### config.mk
export PLATFORM = sky130hd
export DESIGN_NAME = edge_pulse_gen
export DESIGN_NICKNAME = d
export VERILOG_FILES = /design/src/rtl/epg_pkg.sv /design/src/rtl/epg_ctrl.sv /design/src/rtl/epg_datapath.sv /design/src/rtl/edge_pulse_gen.sv
export SDC_FILE = /design/constraint.sdc
export NUM_CORES = 1
export LEC_CHECK = 0
export ABC_AREA = 1
export CAP_MARGIN = 0
export CORE_ASPECT_RATIO = 0.5
export CORE_MARGIN = 1
export CORE_UTILIZATION = 35
export CTS_BUF_LIST = sky130_fd_sc_hd__clkbuf_8
export DETAILED_ROUTE_END_ITERATION = 6
export DONT_BUFFER_PORTS = 1
export PLACE_DENSITY = 0.5
export SETUP_SLACK_MARGIN = 0.4
export SYNTH_ARGS = -nofsm -noshare
export SYNTH_HDL_FRONTEND = slang
export SYNTH_HIERARCHICAL = 1
export SYNTH_SLANG_ARGS = --single-unit
### constraint.sdc
create_clock -name clk -period 5.95 [get_ports clk]
set_input_delay 1.19 -clock clk [delete_from_list [all_inputs] [get_ports clk]]
set_output_delay 1.19 -clock clk [all_outputs]
set_load 0.03 [all_outputs]
### src/rtl/epg_pkg.sv
package epg_pkg;
  typedef struct packed {
    logic tick;     // advance the counter
    logic restart;  // hold counter at its initial value
    logic load;     // copy shadow set to active set
  } epgStrb_t;

  typedef enum logic [1:0] {
    ADDR_MOD  = 2'd0,
    ADDR_RISE = 2'd1,
    ADDR_FALL = 2'd2,
    ADDR_PRSC = 2'd3
  } epgAddr_e;
endpackage

### src/rtl/epg_ctrl.sv
module epg_ctrl
  import epg_pkg::*;
#(
  parameter int PRSC_W = 3
) (
  input  logic              clk,
  input  logic              rstN,
  input  logic              runEn,
  input  logic              ldokSet,
  input  logic              ldokClr,
  input  logic [PRSC_W-1:0] actPrsc,
  input  logic              atWrap,
  output epgStrb_t          strb,
  output logic              ldokOut
);
  localparam int DIV_W = (1 << PRSC_W) - 1;

  logic [DIV_W-1:0] preCnt;
  logic [DIV_W-1:0] preLim;
  logic             ldokQ;

  assign preLim = ~({DIV_W{1'b1}} << actPrsc);

  always_comb begin
    strb.restart = !runEn;
    strb.tick    = runEn && (preCnt == preLim);
    strb.load    = ldokQ && (!runEn || (strb.tick && atWrap));
  end

  always_ff @(posedge clk or negedge rstN) begin
    if (!rstN) begin
      preCnt <= '0;
    end else if (!runEn || strb.tick) begin
      preCnt <= '0;
    end else begin
      preCnt <= preCnt + 1'b1;
    end
  end

  always_ff @(posedge clk or negedge rstN) begin
    if (!rstN) begin
      ldokQ <= 1'b0;
    end else if (ldokClr) begin
      ldokQ <= 1'b0;
    end else if (ldokSet) begin
      ldokQ <= 1'b1;
    end else if (strb.load) begin
      ldokQ <= 1'b0;
    end
  end

  assign ldokOut = ldokQ;


  ldok_selfclr_chk: assert property (@(posedge clk) disable iff (!rstN)
    (strb.load && !ldokSet) |=> !ldokQ);


  pre_range_chk: assert property (@(posedge clk) disable iff (!rstN)
    runEn |-> (preCnt <= preLim));


  ldok_cancel_chk: assert property (@(posedge clk) disable iff (!rstN)
    ldokClr |=> !ldokQ);
endmodule

### src/rtl/epg_datapath.sv
module epg_datapath
  import epg_pkg::*;
#(
  parameter int CNT_W  = 16,
  parameter int PRSC_W = 3
) (
  input  logic              clk,
  input  logic              rstN,
  input  logic              wrEn,
  input  logic [1:0]        wrAddr,
  input  logic [CNT_W-1:0]  wrData,
  input  epgStrb_t          strb,
  input  logic              runEn,
  input  logic              forceLow,
  output logic [PRSC_W-1:0] actPrsc,
  output logic              atWrap,
  output logic              pulseOut,
  output logic              trigOut
);
  logic [CNT_W-1:0]  shMod, shRise, shFall;
  logic [PRSC_W-1:0] shPrsc;
  logic [CNT_W-1:0]  actMod, actRise, actFall;
  logic [CNT_W-1:0]  cntQ, cntNxt;
  logic [CNT_W-1:0]  useRise, useFall;
  logic              lvlQ;

  function automatic logic edgeEval(input logic [CNT_W-1:0] c,
                                    input logic prev,
                                    input logic [CNT_W-1:0] r,
                                    input logic [CNT_W-1:0] f);
    if (c == f)      return 1'b0;
    else if (c == r) return 1'b1;
    else             return prev;
  endfunction

  // shadow set, written from the register port
  always_ff @(posedge clk or negedge rstN) begin
    if (!rstN) begin
      shMod  <= '0;
      shRise <= '0;
      shFall <= '0;
      shPrsc <= '0;
    end else if (wrEn) begin
      case (epgAddr_e'(wrAddr))
        ADDR_MOD:  shMod  <= wrData;
        ADDR_RISE: shRise <= wrData;
        ADDR_FALL: shFall <= wrData;
        ADDR_PRSC: shPrsc <= wrData[PRSC_W-1:0];
        default:   ;
      endcase
    end
  end

  // active set, copied on the load strobe
  always_ff @(posedge clk or negedge rstN) begin
    if (!rstN) begin
      actMod  <= '0;
      actRise <= '0;
      actFall <= '0;
      actPrsc <= '0;
    end else if (strb.load) begin
      actMod  <= shMod;
      actRise <= shRise;
      actFall <= shFall;
      actPrsc <= shPrsc;
    end
  end

  assign atWrap  = (cntQ == actMod);
  assign cntNxt  = atWrap ? '0 : cntQ + 1'b1;
  assign useRise = strb.load ? shRise : actRise;
  assign useFall = strb.load ? shFall : actFall;

  always_ff @(posedge clk or negedge rstN) begin
    if (!rstN) begin
      cntQ <= '0;
      lvlQ <= 1'b0;
    end else if (strb.restart) begin
      cntQ <= '0;
      lvlQ <= edgeEval('0, 1'b0, useRise, useFall);
    end else if (strb.tick) begin
      cntQ <= cntNxt;
      lvlQ <= edgeEval(cntNxt, lvlQ, useRise, useFall);
    end
  end

  assign pulseOut = lvlQ && runEn && !forceLow;
  assign trigOut  = runEn && (cntQ == actFall);


  cnt_range_chk: assert property (@(posedge clk) disable iff (!rstN)
    cntQ <= actMod);


  cnt_hold_chk: assert property (@(posedge clk) disable iff (!rstN)
    (!strb.tick && !strb.restart) |=> $stable(cntQ));


  stop_low_chk: assert property (@(posedge clk) disable iff (!rstN)
    !runEn |-> (!pulseOut && !trigOut));


  force_low_chk: assert property (@(posedge clk) disable iff (!rstN)
    forceLow |-> !pulseOut);


  act_stable_chk: assert property (@(posedge clk) disable iff (!rstN)
    !strb.load |=> $stable(actRise) && $stable(actFall));
endmodule

### src/rtl/edge_pulse_gen.sv
module edge_pulse_gen
  import epg_pkg::*;
#(
  parameter int CNT_W  = 16,
  parameter int PRSC_W = 3
) (
  input  logic             clk,
  input  logic             rstN,
  input  logic             wrEn,
  input  logic [1:0]       wrAddr,
  input  logic [CNT_W-1:0] wrData,
  input  logic             runEn,
  input  logic             ldokSet,
  input  logic             ldokClr,
  input  logic             forceLow,
  output logic             pulseOut,
  output logic             trigOut,
  output logic             ldokOut
);
  epgStrb_t          strb;
  logic [PRSC_W-1:0] actPrsc;
  logic              atWrap;

  epg_ctrl #(.PRSC_W(PRSC_W)) u_ctrl (
    .clk     (clk),
    .rstN    (rstN),
    .runEn   (runEn),
    .ldokSet (ldokSet),
    .ldokClr (ldokClr),
    .actPrsc (actPrsc),
    .atWrap  (atWrap),
    .strb    (strb),
    .ldokOut (ldokOut)
  );

  epg_datapath #(.CNT_W(CNT_W), .PRSC_W(PRSC_W)) u_dp (
    .clk      (clk),
    .rstN     (rstN),
    .wrEn     (wrEn),
    .wrAddr   (wrAddr),
    .wrData   (wrData),
    .strb     (strb),
    .runEn    (runEn),
    .forceLow (forceLow),
    .actPrsc  (actPrsc),
    .atWrap   (atWrap),
    .pulseOut (pulseOut),
    .trigOut  (trigOut)
  );
endmodule

# Word level (Yosys, flattened, before mapping)
# Cells that the tools add are included.
# W data, S select, Z words.
# totals
reg_bits	127
in_bits	25
output_inout_bits	3
word_cells	60
# classes
addsub	2
eq_ne	10
shifts	1
n_mux	15
n_bitwise	1
reduce_logical	19
# op_table
operator	count
$mux W16	5
$eq A16 B16 Y1	4
$logic_not A16 Y1	2
$add A16 B1 Y16 const B	1
$reduce_and A2 Y1	5
$mux W1	9
$add A7 B1 Y7 const B	1
$eq A7 B7 Y1	1
$mux W7	1
$not A7 Y7	1
$shl A7 B3 Y7 const A	1
$logic_and A1 B1 Y1	6
$eq A2 B2 Y1 const B	2
$ne A3 B1 Y1 const B	1
$reduce_bool A3 Y1	1
$eq A2 B1 Y1 const B	1
$logic_not A1 Y1	2
$logic_not A2 Y1	1
$logic_or A1 B1 Y1	2
$ne A2 B1 Y1 const B	1

# Longest topological paths before layout
# depth
word_depth	13
mapped_depth	27

# Hierarchy
# The synthesis kept the hierarchy.
# by_module_without_submodules
mod	n_inst	cells_each	area_per_inst_um2	seq_area_each_um2
epg_datapath	1	781	5988.2	2977.9
epg_ctrl	1	85	606.8	200.2

# Least setup slack after synthesis
# OpenSTA, ideal clock, no wires.
# synth_path
path_kind	input port to output port
startpoint	in runEn
endpoint	out trigOut
arrival_time_ns	2.989
setup_slack_ns	1.771
cell_stages	4
n_path_buf	0
cell_sequence	nand3_1 nor3_1 nand3_1 a2111oi_0
# synth_via
elab_chain_cells	1
# synth_lines
element	line	text
start: declaration	edge_pulse_gen.sv:12	input logic runEn,
$logic_and A1 B1 Y1	epg_datapath.sv:88	assign trigOut = runEn && (cntQ == actFall);
end: declaration	edge_pulse_gen.sv:17	output logic trigOut,
# No other way between the ends.

==> Flow_metrics.wiki <==
{| class="wikitable"
! Metric !! Value
|-
| Run status || finished, final reports clean
|-
| Mean instance size in the synthesized netlist || 7.62 sq um
|-
| Count of vias placed by the detailed router || 5,476
|-
| Via count of the first global-routing pass || 5,257
|-
| Number of synthesized register bits || 127
|-
| Final clock period utilization by the worst path || 0.653
|-
| Post-synthesis net count || 893
|-
| Hold WC Path Type || in2async
|-
| Top cell type by total area after synthesis || sky130_fd_sc_hd__dfrtp_1
|-
| Max transition margin || 0.316
|-
| R2r setup slk || 2.07 ns
|-
| DPL Wire Length || 14,100 microns
|-
| Proportion of netlist area held by the largest area contributor || 0.482
|-
| Worst-path cell chain || inv_1 -> nand2_1 -> nand2_1 -> nor2_1 -> nand2_1 -> nor2_2 -> nand2_4 -> inv_1 -> nand4_1 -> a21boi_4 -> buf_4 -> nand2_1 -> o21ai_0 -> inv_1 -> nand2_1 -> nand3_1 -> nor2_1 -> nand3_1 -> nand2_1 -> nand2_1 -> nand2_1
|-
| Async S/R FF share, synth || 1.00
|-
| Startpoint type of the worst setup path || flop
|-
| CTS sink cnt || about 130
|-
| Core region area || 0.0184 sq mm
|-
| Count of input and output buffers || 0
|-
| Routed wire per std cell || 16.9 microns
|-
| Number of warnings issued by yosys || 6
|-
| Final hold violation count || 0
|-
| I/O pin count || 28
|-
| ANT cells || 0
|-
| Static Leak || ~3.6 nW
|-
| Die span in x || 196 microns
|-
| Final setup viols || 0
|-
| Minimum clock period after layout || about 3.9 ns
|-
| Final setup TNS || 0 ns
|-
| Setup bufs post-CTS || 0
|-
| Initial Util || 0.358
|-
| EDFF count, synth || 0
|-
| Synthesized netlist cell count || 866
|-
| Critical path's slowest cell || sky130_fd_sc_hd__dfrtp_1
|-
| Cell type with the highest occurrence count on the critical path || sky130_fd_sc_hd__nand2_1
|-
| Number of DRC violations after detailed-routing iteration 0 || 412
|-
| Data required time at the worst endpoint || 6.33 ns
|-
| RSZ-0062 raised after global routing || false
|-
| Commonest cells after routing, fill and taps aside || sky130_fd_sc_hd__nand2_1, sky130_fd_sc_hd__inv_1, sky130_fd_sc_hd__dfrtp_1
|-
| Net switching component of the power || 787 uW
|-
| Routability congestion estimate from global placement || 0.946
|-
| Cell area after synthesis || 0.00660 sq mm
|-
| Distinct cell type count after synthesis || 41
|-
| Deepest level of the CTS H-tree || 4
|-
| Total global routing track utilization || 0.212
|-
| Crit path largest cell delay || 0.52 ns
|-
| Total Die Area || 0.0194 sq mm
|-
| Total wirelength of the detailed-routed design || 19,200 microns
|-
| Number of pins with negative max-slew slack in the final report || 0
|-
| Worst reg2reg startpoint || u_dp/cntQ[12]$_DFFE_PN0P_
|-
| Design internal power || 1.47 mW
|-
| Layout overhead on the synthesized area || 8.86%
|-
| Area contributors post-synth || sky130_fd_sc_hd__dfrtp_1, sky130_fd_sc_hd__nand2_1, sky130_fd_sc_hd__o21ai_0
|-
| Number of buffers on the longest clock path || 2
|-
| Latest clock arrival within the worst-skew pair || between 0.4 and 0.5 ns
|-
| Clock tree from TritonCTS || built
|-
| Main flop type after synthesis || sky130_fd_sc_hd__dfrtp_1
|-
| Clock Skew || 0.0178 ns
|-
| Ratio of routed vias to standard cells || about 4.8
|-
| Top achievable clock speed || 258 MHz
|-
| Root Buffer || sky130_fd_sc_hd__clkbuf_8
|-
| Share of total power in the clock network || 0.302
|-
| Part of the power in registers || 0.485
|-
| Pin slew with the least headroom to its limit || between 1 and 1.5 ns
|-
| Power Density || 314 mW/mm^2
|-
| Sequential cell area fraction in the yosys report || 0.482
|-
| Clock-pin slew on the worst setup and hold paths || 0.09 ns
|-
| Number of antenna violations at the first check in global routing || 0
|-
| Share of total power in combinational logic || 0.212
|-
| Switching power as a share of total power || 0.349
|-
| Maximum number of pins on one net before global-route repair || between 100 and 150
|-
| Worst reg2reg path depth || 21
|-
| Worst reg2reg endpoint || u_dp/lvlQ$_DFFE_PN0P_
|-
| Critical path start-end classification || reg2reg
|-
| Remaining antenna violation count after routing || 0
|-
| Total CTS buffers || 17
|-
| # Max-Cap Violations || 0
|-
| Vertical die dimension || 99.1 microns
|-
| Standard-cell row count || 35
|-
| Total power after layout || 2.26 mW
|-
| Nets || 889
|-
| Worst vdd ir || roughly 0.13 mV
|-
| Iteration count of the initial detailed-routing pass || 6
|-
| Congestion Overflow GR || 0
|-
| Wire length of the first global-routing pass || approximately 30,000 microns
|-
| Cts hold-fix bufs || 0
|-
| Most common cell after layout, fill and taps aside || sky130_fd_sc_hd__nand2_1
|-
| Detailed-route DRC error count || 0
|-
| Critical path fanouts, max || 55
|-
| Crit path capture type || flop
|-
| Share of cells above drive strength 1 || 0.0891
|-
| WP data arrival || about 4.3 ns
|-
| Number of gates resized after cts || 0
|}
## worst max-delay path, delay by kind of cell, from the launching register on
kind	cells	cell delay [ns]
AOI/OAI and AO/OA	2	0.48
buffers and inverters	4	0.93
DFF	1	0.52
and+or+nand+nor	15	1.82
## area by class of cell
class / instances / area (sq um)
tap: 259 / 324
clock buffer: 19 / 262
multi-input combinational: 574 / 2770
fill: 1950 / 11300
inverter: 137 / 514
sequential: 127 / 3180
clock inverter: 13 / 91.3
timing repair buffer: 5 / 37.5
## power groups by stage
stage               clock network, mW  registers (mW)  logic, mW
finish                          0.682            1.09      0.479
CTS                             0.710            1.09      0.479
floorplan                           0            1.08      0.354
global route                    0.743            1.11      0.546
detailed placement                  0            1.11      0.476
global placement                    0            1.11      0.477
## per-layer routing
| layer | share of wire | wire length [microns] | global-route usage | vias to the layer above |
|---|---|---|---|---|
| met5 | 0 | 0 | 0 | - |
| met4 | 0.0096 | 184 | 0.0607 | 0 |
| met2 | 0.41 | 7810 | 0.300 | 143 |
| met3 | 0.060 | 1140 | 0.0459 | 11 |
| met1 | 0.52 | 10000 | 0.321 | 2606 |
| li1 | - | - | - | 2716 |
## metrics by stage
step	setup WS (ns)	utilization	cells	cell area, sq um	hold slack, ns
3_5_place_dp	2.13	0.370	1102	6830	0.466
4_1_cts	2.08	0.389	1134	7180	0.409
6_report	2.07	0.389	1134	7180	0.442
5_1_grt	1.71	0.389	1134	7180	0.405
2_1_floorplan	1.77	-	866	6600	0.448
3_3_place_gp	2.13	0.370	1102	6830	0.466
## synth_stat cells (all sizes together), types with 3 or more instances
| library cell | number |
|---|---|
| nor2 | 57 |
| nor3 | 5 |
| inv | 137 |
| clkbuf | 17 |
| nand4 | 8 |
| dfrtp | 127 |
| o21ai | 101 |
| mux2 | 7 |
| nand3 | 44 |
| buf | 11 |
| nand2 | 292 |
| xor2 | 14 |
| o22ai | 20 |
| a221oi | 3 |
| nor4 | 7 |
## cell families (layout without fill, tap and decap cells)
family | Yosys count | in the layout | share of synthesized area
flip-flops | 127 | 127 | 0.482
buffers and inverters | 165 | 174 | 0.100
multiplexers | 9 | 9 | 0.0150
AO/OA/AOI/OAI | 130 | 130 | 0.107
adder cells (fa/ha/maj) | 2 | 2 | 0.00379
XOR/XNOR | 15 | 15 | 0.0211
AND/OR/NAND/NOR | 418 | 418 | 0.271
## flip-flops by register name (all words and copies together), names as in the netlist
name	flops
u_dp/shMod	16
u_dp/lvlQ	1
u_dp/actMod	16
u_dp/shFall	16
u_dp/shRise	16
u_dp/cntQ	16
u_dp/actFall	16
u_ctrl/preCnt	7
u_dp/actRise	16
u_dp/actPrsc	3
u_dp/shPrsc	3
u_ctrl/ldokOut	1
## worst max-delay path by stage
stage                                    from                     to  slack, ns  cells after the start
floorplan                               runEn                trigOut       1.77                      4
global placement     u_dp/cntQ[0]$_DFFE_PN0P_  u_dp/lvlQ$_DFFE_PN0P_       2.13                     21
detailed placement   u_dp/cntQ[0]$_DFFE_PN0P_  u_dp/lvlQ$_DFFE_PN0P_       2.13                     21
CTS                 u_dp/cntQ[12]$_DFFE_PN0P_  u_dp/lvlQ$_DFFE_PN0P_       2.08                     21
global route         u_dp/cntQ[0]$_DFFE_PN0P_  u_dp/lvlQ$_DFFE_PN0P_       1.71                     21
finish              u_dp/cntQ[12]$_DFFE_PN0P_  u_dp/lvlQ$_DFFE_PN0P_       2.07                     21
No activity file was read; power rests on OpenSTA's default activity.
